$ cat src/rtl/sprom_pkg.sv
package sprom_pkg;
  localparam int unsigned REQ_B  = 5;
  localparam int unsigned RDY_B  = 4;
  localparam int unsigned CS_B   = 3;
  localparam int unsigned SK_B   = 2;
  localparam int unsigned DO_B   = 1;
  localparam int unsigned DI_B   = 0;
  localparam int unsigned NPINS  = 3;
  localparam longint unsigned NS_PER_S = 64'd1_000_000_000;

  // Delay in clock cycles, rounded up, never below one.
  function automatic int unsigned pace_cycles(longint unsigned hz, longint unsigned ns);
    longint unsigned raw;
    raw = (hz * ns + NS_PER_S - 64'd1) / NS_PER_S;
    return (raw == 64'd0) ? 1 : int'(raw);
  endfunction
endpackage

$ cat src/rtl/sprom_ctl_reg.sv
module sprom_ctl_reg
  import sprom_pkg::*;
(
  input  logic             clk,
  input  logic             rst,
  input  logic             wr,
  input  logic             req_in,
  input  logic [NPINS-1:0] pins_in,
  output logic             req_nxt,
  output logic             req_q,
  output logic [NPINS-1:0] pins_nxt,
  output logic [NPINS-1:0] pins_q
);
  always_comb begin
    req_nxt  = wr ? req_in  : req_q;
    pins_nxt = wr ? pins_in : pins_q;
  end

  always_ff @(posedge clk) begin
    if (rst) begin
      req_q  <= 1'b0;
      pins_q <= '0;
    end else begin
      req_q  <= req_nxt;
      pins_q <= pins_nxt;
    end
  end
endmodule

$ cat src/rtl/sprom_arbiter.sv
module sprom_arbiter (
  input  logic clk,
  input  logic rst,
  input  logic req_nxt,
  input  logic mem_busy,
  output logic grant_nxt,
  output logic grant_q
);
  // Held while requested; taken only when the other side is idle.
  always_comb grant_nxt = req_nxt & (grant_q | ~mem_busy);

  always_ff @(posedge clk) begin
    if (rst) grant_q <= 1'b0;
    else     grant_q <= grant_nxt;
  end
endmodule

$ cat src/rtl/sprom_pace_timer.sv
module sprom_pace_timer #(
  parameter int unsigned CYCLES = 100
) (
  input  logic clk,
  input  logic rst,
  input  logic load,
  input  logic clear,
  output logic idle
);
  localparam int unsigned W = $clog2(CYCLES + 1);
  localparam logic [W-1:0] LOAD_VAL = W'(CYCLES);

  logic [W-1:0] cnt_q;

  always_ff @(posedge clk) begin
    if (rst || clear)      cnt_q <= '0;
    else if (load)         cnt_q <= LOAD_VAL;
    else if (cnt_q != '0)  cnt_q <= cnt_q - 1'b1;
  end

  always_comb idle = (cnt_q == '0);
endmodule

$ cat src/rtl/sprom_pin_mux.sv
module sprom_pin_mux
  import sprom_pkg::*;
(
  input  logic             clk,
  input  logic             rst,
  input  logic             grant_nxt,
  input  logic             grant_q,
  input  logic [NPINS-1:0] bits_nxt,
  input  logic             ee_in,
  output logic [NPINS-1:0] pins,
  output logic             din_q
);
  for (genvar i = 0; i < NPINS; i++) begin : g_pin
    always_ff @(posedge clk) begin
      if (rst) pins[i] <= 1'b0;
      else     pins[i] <= grant_nxt & bits_nxt[i];
    end
  end

  always_ff @(posedge clk) begin
    if (rst) din_q <= 1'b0;
    else     din_q <= grant_q & ee_in;
  end
endmodule

$ cat src/rtl/sprom_port_arb.sv
module sprom_port_arb
  import sprom_pkg::*;
#(
  parameter longint unsigned CLK_HZ   = 125_000_000,
  parameter longint unsigned READY_NS = 800
) (
  input  logic       clk,
  input  logic       rst,
  input  logic       ctl_wr,
  input  logic [7:0] ctl_wdata,
  output logic [7:0] ctl_rdata,
  input  logic       mem_busy,
  output logic       ee_owns_port,
  output logic       ee_cs,
  output logic       ee_clk,
  output logic       ee_dout,
  input  logic       ee_din
);
  localparam int unsigned PACE_CYC = pace_cycles(CLK_HZ, READY_NS);

  logic             req_nxt, req_q;
  logic [NPINS-1:0] bits_in, bits_nxt, bits_q, pins;
  logic             grant_nxt, grant_q, tmr_idle, din_q;
  logic             unused_wbits;

  // Pin vector order: [2] select, [1] clock, [0] data-out.
  always_comb begin
    bits_in      = {ctl_wdata[CS_B], ctl_wdata[SK_B], ctl_wdata[DO_B]};
    unused_wbits = ^{ctl_wdata[7:6], ctl_wdata[RDY_B], ctl_wdata[DI_B]};
  end

  sprom_ctl_reg u_reg (
    .clk(clk), .rst(rst), .wr(ctl_wr), .req_in(ctl_wdata[REQ_B]),
    .pins_in(bits_in), .req_nxt(req_nxt), .req_q(req_q),
    .pins_nxt(bits_nxt), .pins_q(bits_q)
  );

  sprom_arbiter u_arb (
    .clk(clk), .rst(rst), .req_nxt(req_nxt), .mem_busy(mem_busy),
    .grant_nxt(grant_nxt), .grant_q(grant_q)
  );

  sprom_pace_timer #(.CYCLES(PACE_CYC)) u_tmr (
    .clk(clk), .rst(rst), .load(ctl_wr & grant_q), .clear(~grant_nxt),
    .idle(tmr_idle)
  );

  sprom_pin_mux u_mux (
    .clk(clk), .rst(rst), .grant_nxt(grant_nxt), .grant_q(grant_q),
    .bits_nxt(bits_nxt), .ee_in(ee_din), .pins(pins), .din_q(din_q)
  );

  always_comb begin
    ctl_rdata        = '0;
    ctl_rdata[REQ_B] = req_q;
    ctl_rdata[RDY_B] = grant_q & tmr_idle;
    ctl_rdata[CS_B]  = bits_q[2];
    ctl_rdata[SK_B]  = bits_q[1];
    ctl_rdata[DO_B]  = bits_q[0];
    ctl_rdata[DI_B]  = din_q;
    ee_owns_port     = grant_q;
    ee_cs            = pins[2];
    ee_clk           = pins[1];
    ee_dout          = pins[0];
  end
endmodule

$ cat config.mk
export PLATFORM = sky130hd
export DESIGN_NAME = sprom_port_arb
export DESIGN_NICKNAME = d
export VERILOG_FILES = /design/src/rtl/sprom_pkg.sv /design/src/rtl/sprom_ctl_reg.sv /design/src/rtl/sprom_arbiter.sv /design/src/rtl/sprom_pace_timer.sv /design/src/rtl/sprom_pin_mux.sv /design/src/rtl/sprom_port_arb.sv
export SDC_FILE = /design/constraint.sdc
export NUM_CORES = 1
export LEC_CHECK = 0
export ABC_AREA = 0
export BUFFER_PORTS_ARGS = -buffer_cell sky130_fd_sc_hd__buf_4
export CAP_MARGIN = 0
export CELL_PAD_IN_SITES_DETAIL_PLACEMENT = 1
export CELL_PAD_IN_SITES_GLOBAL_PLACEMENT = 1
export CORE_MARGIN = 2
export CORE_UTILIZATION = 30
export CTS_CLUSTER_DIAMETER = 120
export DETAILED_ROUTE_END_ITERATION = 8
export GPL_TIMING_DRIVEN = 1
export PLACE_DENSITY_LB_ADDON = 0.2
export SLEW_MARGIN = 10
export SYNTH_ARGS = -nofsm -noshare
export SYNTH_HDL_FRONTEND = slang
export SYNTH_SLANG_ARGS = --single-unit
$ cat constraint.sdc
create_clock -name clk -period 1.5 [get_ports clk]
set_input_delay 0.075 -clock clk [delete_from_list [all_inputs] [get_ports clk]]
set_output_delay 0.075 -clock clk [all_outputs]
set_load 0.01 [all_outputs]
==> results by group, run 1 <==
Outcome
  – Status: finished with violations
  – Failing checks: negative setup slack

Drt
  – DRC marker count from the first detailed-route iteration: 6
  – DRT Pass-1 Iters: 4
  – Vias post-DR: 605
  – Drt total wl: 1780 um
  – Via/cell ratio: 4.69
  – Detail Route Antenna Nets: 0
  – DR DRC count: 0
  – Routed WL per cell: 13.8 um

Floorplan
  – Starting Density: 0.313
  – Core area: 0.00217 mm^2
  – Die width: 51.5 um
  – I/O pins: 25
  – Die height: 51.5 um
  – Row cnt: 17
  – Die ar.: 0.00266 mm^2

Clock network
  – Root buf cell: clkbuf_4
  – Clock buffer depth: 2
  – Clk sinks: 16
  – Worst-Skew Late Latency: 280 ps
  – H-Tree Depth: 1
  – Clock transition at path regs: 100 ps
  – Num CTS Buffers: 3
  – CTS tree: done

Synthesis
  – Number of synthesized flops with an enable pin: 0
  – Yosys reg bits: 16
  – Register area share after synthesis: 0.472
  – Yosys warnings: 0
  – Mapped Cells: 71
  – Synthesized area per cell: 9.55 um^2
  – Largest area contributor in the netlist: dfxtp_1
  – Most numerous cell in the Yosys netlist: dfxtp_1
  – Synth Cell Area: 678 um^2
  – Top cells by count, synth: dfxtp_1, nor2_1, buf_4
  – Top post-synthesis cells by area: dfxtp_1, mux2i_1, buf_4
  – Yosys cell types: 27
  – FFs w/ async S/R, synth: 0
  – Yosys top cell area share: 0.472
  – Top_reg_cell synth: dfxtp_1

Layout
  – Layout cells sized above 1: 0.475
  – Filler cell count: 272
  – Final net count: 117
  – Post-Layout Cell Count: 129
  – Ant. Diodes: 0
  – Util after Layout: 0.457
  – Area grow syn2layout: 46.3%

Power
  – P_sw: 0.193 mW
  – Tot Pwr: 0.774 mW
  – Pleak: 0.438 nW
  – Clock network power share: 0.300
  – Register share of total power: 0.571
  – Int Pwr: 0.581 mW
  – Worst VDD drop: 0.458 mV
  – Combinational Power Share: 0.129
  – Switch share: 0.249
  – Pwr/cell area: 781 mW/mm^2

Place
  – Dpl cells: 121
  – Post-detail-place hpwl: 1250 um
  – I/O Buffers: 18
  – GPL Wtd Cong: 0.773

Global route
  – Largest net degree at the start of global routing: 11
  – Initial antenna violation count: 0
  – Grt total ovfl: 0
  – All-layer global routing usage: 0.156
  – Vias in the first global route: 618
  – First-pass GRT wire length: 2990 um

Worst hold path
  – Worst hold path type: in2reg

STA
  – Clock skew: 0.987 ps
  – Fin. Hold Viols: 0
  – Hold Slack: 24.2 ps
  – RSZ-0062 raised after global routing: yes
  – Final max-slew violation count: 0
  – Final worst-path cycle share: 1.27
  – Peak Freq: 0.523 GHz
  – Crit path time final: 1910 ps
  – Setup ws final: -411 ps
  – Final setup vio count: 8

Setup path
  – Worst Setup Start Kind: flip-flop
  – R2R Setup Slk: -380 ps
  – Worst path required time: 1420 ps
  – Worst path arrival time: 1840 ps
  – WS Path Type: reg2out
  – Crit path max fanout: 2
  – Nature of the critical path endpoint: output port

Flow run
  – Max-Cap Viols: 0
==> critical path, cell delays in order, from the launching register on <==
cell and delay [ps]:
dfxtp_2 330, inv_2 70, ha_4 130, or4b_4 450, or3_4 360, nor2_2 90, buf_4 120
==> area by class of cell <==
class | instances | area (um^2) | share of cell area
Tap cell | 28 | 35.0 | 0.0353
Clock buffer | 3 | 22.5 | 0.0227
Multi-Input combinational cell | 46 | 345 | 0.348
Sequential cell | 16 | 323 | 0.325
Inverter | 4 | 15.0 | 0.0151
Timing Repair Buffer | 32 | 251 | 0.253
==> routing by layer <==
metal | vias to the layer above | GRT usage | wire length [um]
met1 | 293 | 0.195 | 775
met3 | 2 | 0.0172 | 61
li1 | 297 | - | -
met2 | 13 | 0.263 | 921
met5 | - | 0 | 0
met4 | 0 | 0.0789 | 17
==> what timing repair did <==
| action | 4_1_cts | 5_1_grt |
|---|---|---|
| endpoints found under the hold margin | 0 | 0 |
| gates resized for setup | 6 | 5 |
| endpoints found under the setup margin | 5 | 8 |
| setup buffers | 4 | 2 |
| pin swaps | 5 | 6 |
| hold buffers | 0 | 0 |
==> cell families after synthesis <==
family,synth area share
compound gates,0.0812
flops,0.472
fa+ha+maj,0.0184
mux,0.0590
xor+xnor,0.0258
other cells,0.00553
simple gates,0.253
buf+inv,0.0849
==> flip-flops by register name, indices dropped and copies added (netlist names) <==
name           count
u_mux.pins         3
u_reg.req_q        1
u_mux.din_q        1
u_tmr.cnt_q        7
u_arb.grant_q      1
u_reg.pins_q       3
==> through the flow <==
| stage | cell area [um^2] | setup WS (ps) | setup TNS (ps) |
|---|---|---|---|
| after CTS | 961 | -420 | -2110 |
| after floorplan | 698 | -120 | -487 |
| after detailed placement | 893 | -156 | -613 |
| after global placement | 893 | -156 | -493 |
| after global routing | 992 | -479 | -3200 |
| final | 992 | -411 | -2630 |
==> power groups by stage <==
stage / clock network [mW] / logic, mW / registers, mW
after detailed placement: 0 / 0.0915 / 0.451
final: 0.233 / 0.0999 / 0.442
after floorplan: 0 / 0.0510 / 0.454
after global placement: 0 / 0.0902 / 0.451
after global routing: 0.260 / 0.110 / 0.444
after CTS: 0.235 / 0.0969 / 0.442
==> path summary, 6_finish.rpt <==
kind,start,to,cells past startpoint
worst max-delay path,u_tmr.cnt_q[0]$_SDFFE_PP0P_,ctl_rdata[4],6
worst min-delay path,rst,u_reg.pins_q[0]$_SDFF_PP0_,2
worst max register to register,u_tmr.cnt_q[0]$_SDFFE_PP0P_,u_tmr.cnt_q[5]$_SDFFE_PP0P_,9
worst min register to register,u_reg.pins_q[2]$_SDFF_PP0_,u_reg.pins_q[2]$_SDFF_PP0_,2
==> layout by cell type, fill, tap and decap left out, types with 2 or more instances in the layout <==
cell	instances
xnor2_1	2
buf_6	3
buf_4	29
dfxtp_2	2
inv_2	2
nor3_1	2
a21oi_1	2
nor3b_1	2
dfxtp_1	14
a31oi_1	2
o21bai_1	2
clkbuf_4	3
inv_1	2
nand2_1	4
mux2i_1	4
nor2_1	6
or3_4	2
nor4_1	3
conb_1	2
(Power assumes the default switching activity.)
==> run 2, diff against run 1 <==
--- a/config.mk
+++ b/config.mk
@@ -8,10 +8,7 @@
 export ABC_AREA = 0
 export BUFFER_PORTS_ARGS = -buffer_cell sky130_fd_sc_hd__buf_4
 export CAP_MARGIN = 0
-export CELL_PAD_IN_SITES_DETAIL_PLACEMENT = 1
-export CELL_PAD_IN_SITES_GLOBAL_PLACEMENT = 1
-export CORE_MARGIN = 2
-export CORE_UTILIZATION = 30
+export CORE_UTILIZATION = 40
 export CTS_CLUSTER_DIAMETER = 120
 export DETAILED_ROUTE_END_ITERATION = 8
 export GPL_TIMING_DRIVEN = 1
==> run 2 against run 1 <==
The run still ends with negative setup slack left. Sequential power is essentially flat. Utilization grew 14 points. Maximum frequency grew 2.1%. Flip-flop and latch count is the same. Power shrank 3.4%. Sequential share of layout area grew 2.2 points. Die area shrank 30%.
==> results by group, run 2 (same netlist as run 1, synthesis figures left out) <==
Setup path
  – Worst R2R End: u_tmr.cnt_q[2]$_SDFFE_PP0P_
  – Cell count of the worst reg-to-reg path: 8
  – Crit path launch: u_tmr.cnt_q[1]$_SDFFE_PP0P_
  – Nature of the critical path endpoint: output port
  – Crit path max fanout: 2
  – R2R Setup Slk: -350 ps
  – WS Path Type: reg2out
  – Reg-to-reg startpoint: u_tmr.cnt_q[1]$_SDFFE_PP0P_
  – Worst Setup Start Kind: flip-flop
  – Worst path required time: 1420 ps
  – Worst path arrival time: 1800 ps

STA
  – Final max-slew violation count: 0
  – Final worst-path cycle share: 1.25
  – Crit path time final: 1870 ps
  – Clock skew: 1.36 ps
  – RSZ-0062 raised after global routing: yes
  – Setup ws final: -372 ps
  – Fin. Hold Viols: 0
  – Hold Slack: 37.1 ps
  – Peak Freq: 0.534 GHz
  – Final setup vio count: 8
  – Fin Setup TNS: -2100 ps

Floorplan
  – Die height: 43.2 um
  – Core area: 0.00154 mm^2
  – Row cnt: 14
  – I/O pins: 25
  – Die width: 43.2 um
  – Starting Density: 0.440
  – Die ar.: 0.00186 mm^2

Place
  – I/O Buffers: 18
  – Post-Place Worst Slack: -150 ps
  – Dpl cells: 107
  – GPL Wtd Cong: 0.786
  – Post-DP Area: 863 um^2
  – Post-detail-place hpwl: 1020 um

Worst hold path
  – Worst hold path type: in2reg
  – Worst hold start: rst
  – Hold Path End: u_reg.pins_q[1]$_SDFF_PP0_
  – Hold path cells: 2

Clock network
  – Clk sinks: 16
  – Root buf cell: clkbuf_4
  – Hold buffers post-CTS: 0
  – Clock transition at path regs: 90 ps
  – H-Tree Depth: 1
  – Worst-Skew Late Latency: 270 ps
  – Clock buffer depth: 2
  – CTS tree: done
  – Num CTS Buffers: 3

Drt
  – Drt total wl: 1350 um
  – DR DRC count: 0
  – DRT Pass-1 Iters: 2
  – Routed WL per cell: 11.9 um
  – Vias post-DR: 565
  – Detail Route Antenna Nets: 0
  – Via/cell ratio: 4.96
  – DRC marker count from the first detailed-route iteration: 5

Layout
  – Commonest non-fill, non-tap cell in the layout: buf_4
  – Most frequent cells in the layout: buf_4, dfxtp_1, nor2_1, nand2_1, mux2i_1
  – Ant. Diodes: 0
  – Layout cells sized above 1: 0.439
  – Final net count: 114
  – Area grow syn2layout: 36.9%
  – Most flops, register: u_tmr.cnt_q
  – Post-Layout Cell Count: 114
  – Largest regs: u_tmr.cnt_q: 7 flops, u_mux.pins: 3 flops, u_reg.pins_q: 3 flops
  – Util after Layout: 0.602
  – Max FFs per register: 7
  – Post-route cell area: 928 um^2

Flow run
  – Max-Cap Viols: 0

Global route
  – Vias in the first global route: 530
  – Busiest layer in global routing: met2
  – All-layer global routing usage: 0.166
  – Initial antenna violation count: 0
  – First-pass GRT wire length: 2330 um
  – Largest net degree at the start of global routing: 11
  – GRT met3 Usage: 0.0383
  – Grt met1 use: 0.232
  – Grt total ovfl: 0
  – Global routing met2 resource utilization: 0.242

Outcome
  – Failing checks: negative setup slack
  – Status: finished with violations

Power
  – Worst VDD drop: 0.578 mV
  – Pwr/cell area: 806 mW/mm^2
  – Pleak: 0.414 nW
  – Tot Pwr: 0.748 mW
==> run 2: how the worst max path moves through the flow <==
stage	end	slack (ps)
after floorplan	u_tmr.cnt_q[1]$_SDFFE_PP0P_	-120
after global placement	ctl_rdata[4]	-130
after detailed placement	u_tmr.cnt_q[2]$_SDFFE_PP0P_	-150
after CTS	ctl_rdata[4]	-450
after global routing	ctl_rdata[4]	-450
final	ctl_rdata[4]	-370
==> run 2: layout make-up <==
type,instances,area (um^2)
fill,135,613
multi-input combinational,46,327
sequential,16,323
timing repair buffer,29,221
clock buffer,3,22.5
tap,16,20.0
inverter,4,15.0
==> run 2: what timing repair did <==
item / CTS / global route
setup buffers: 2 / 2
gates resized for setup: 1 / 3
pin swaps: 1 / 3
setup endpoints to repair: 5 / 8
==> run 2: routing by layer <==
| layer | routed length, um | vias up |
|---|---|---|
| li1 | - | 298 |
| met1 | 659 | 252 |
| met2 | 608 | 13 |
| met3 | 63 | 2 |
| met4 | 21 | 0 |
| met5 | 0 | - |
==> run 2: worst max-delay path: stages (launching register included) <==
cell     delay, ps
dfxtp_2        330
inv_2           70
ha_4           120
or4b_4         460
or3_4          350
nor2_2          80
buf_4          120
==> run 2: where the power goes <==
part | switching (mW) | leakage [nW] | internal (mW) | total, mW
clock network | 0.120 | 0.0138 | 0.0927 | 0.213
registers | 0.00595 | 0.131 | 0.435 | 0.441
logic | 0.0440 | 0.269 | 0.0500 | 0.0940
total | 0.170 | 0.414 | 0.578 | 0.748
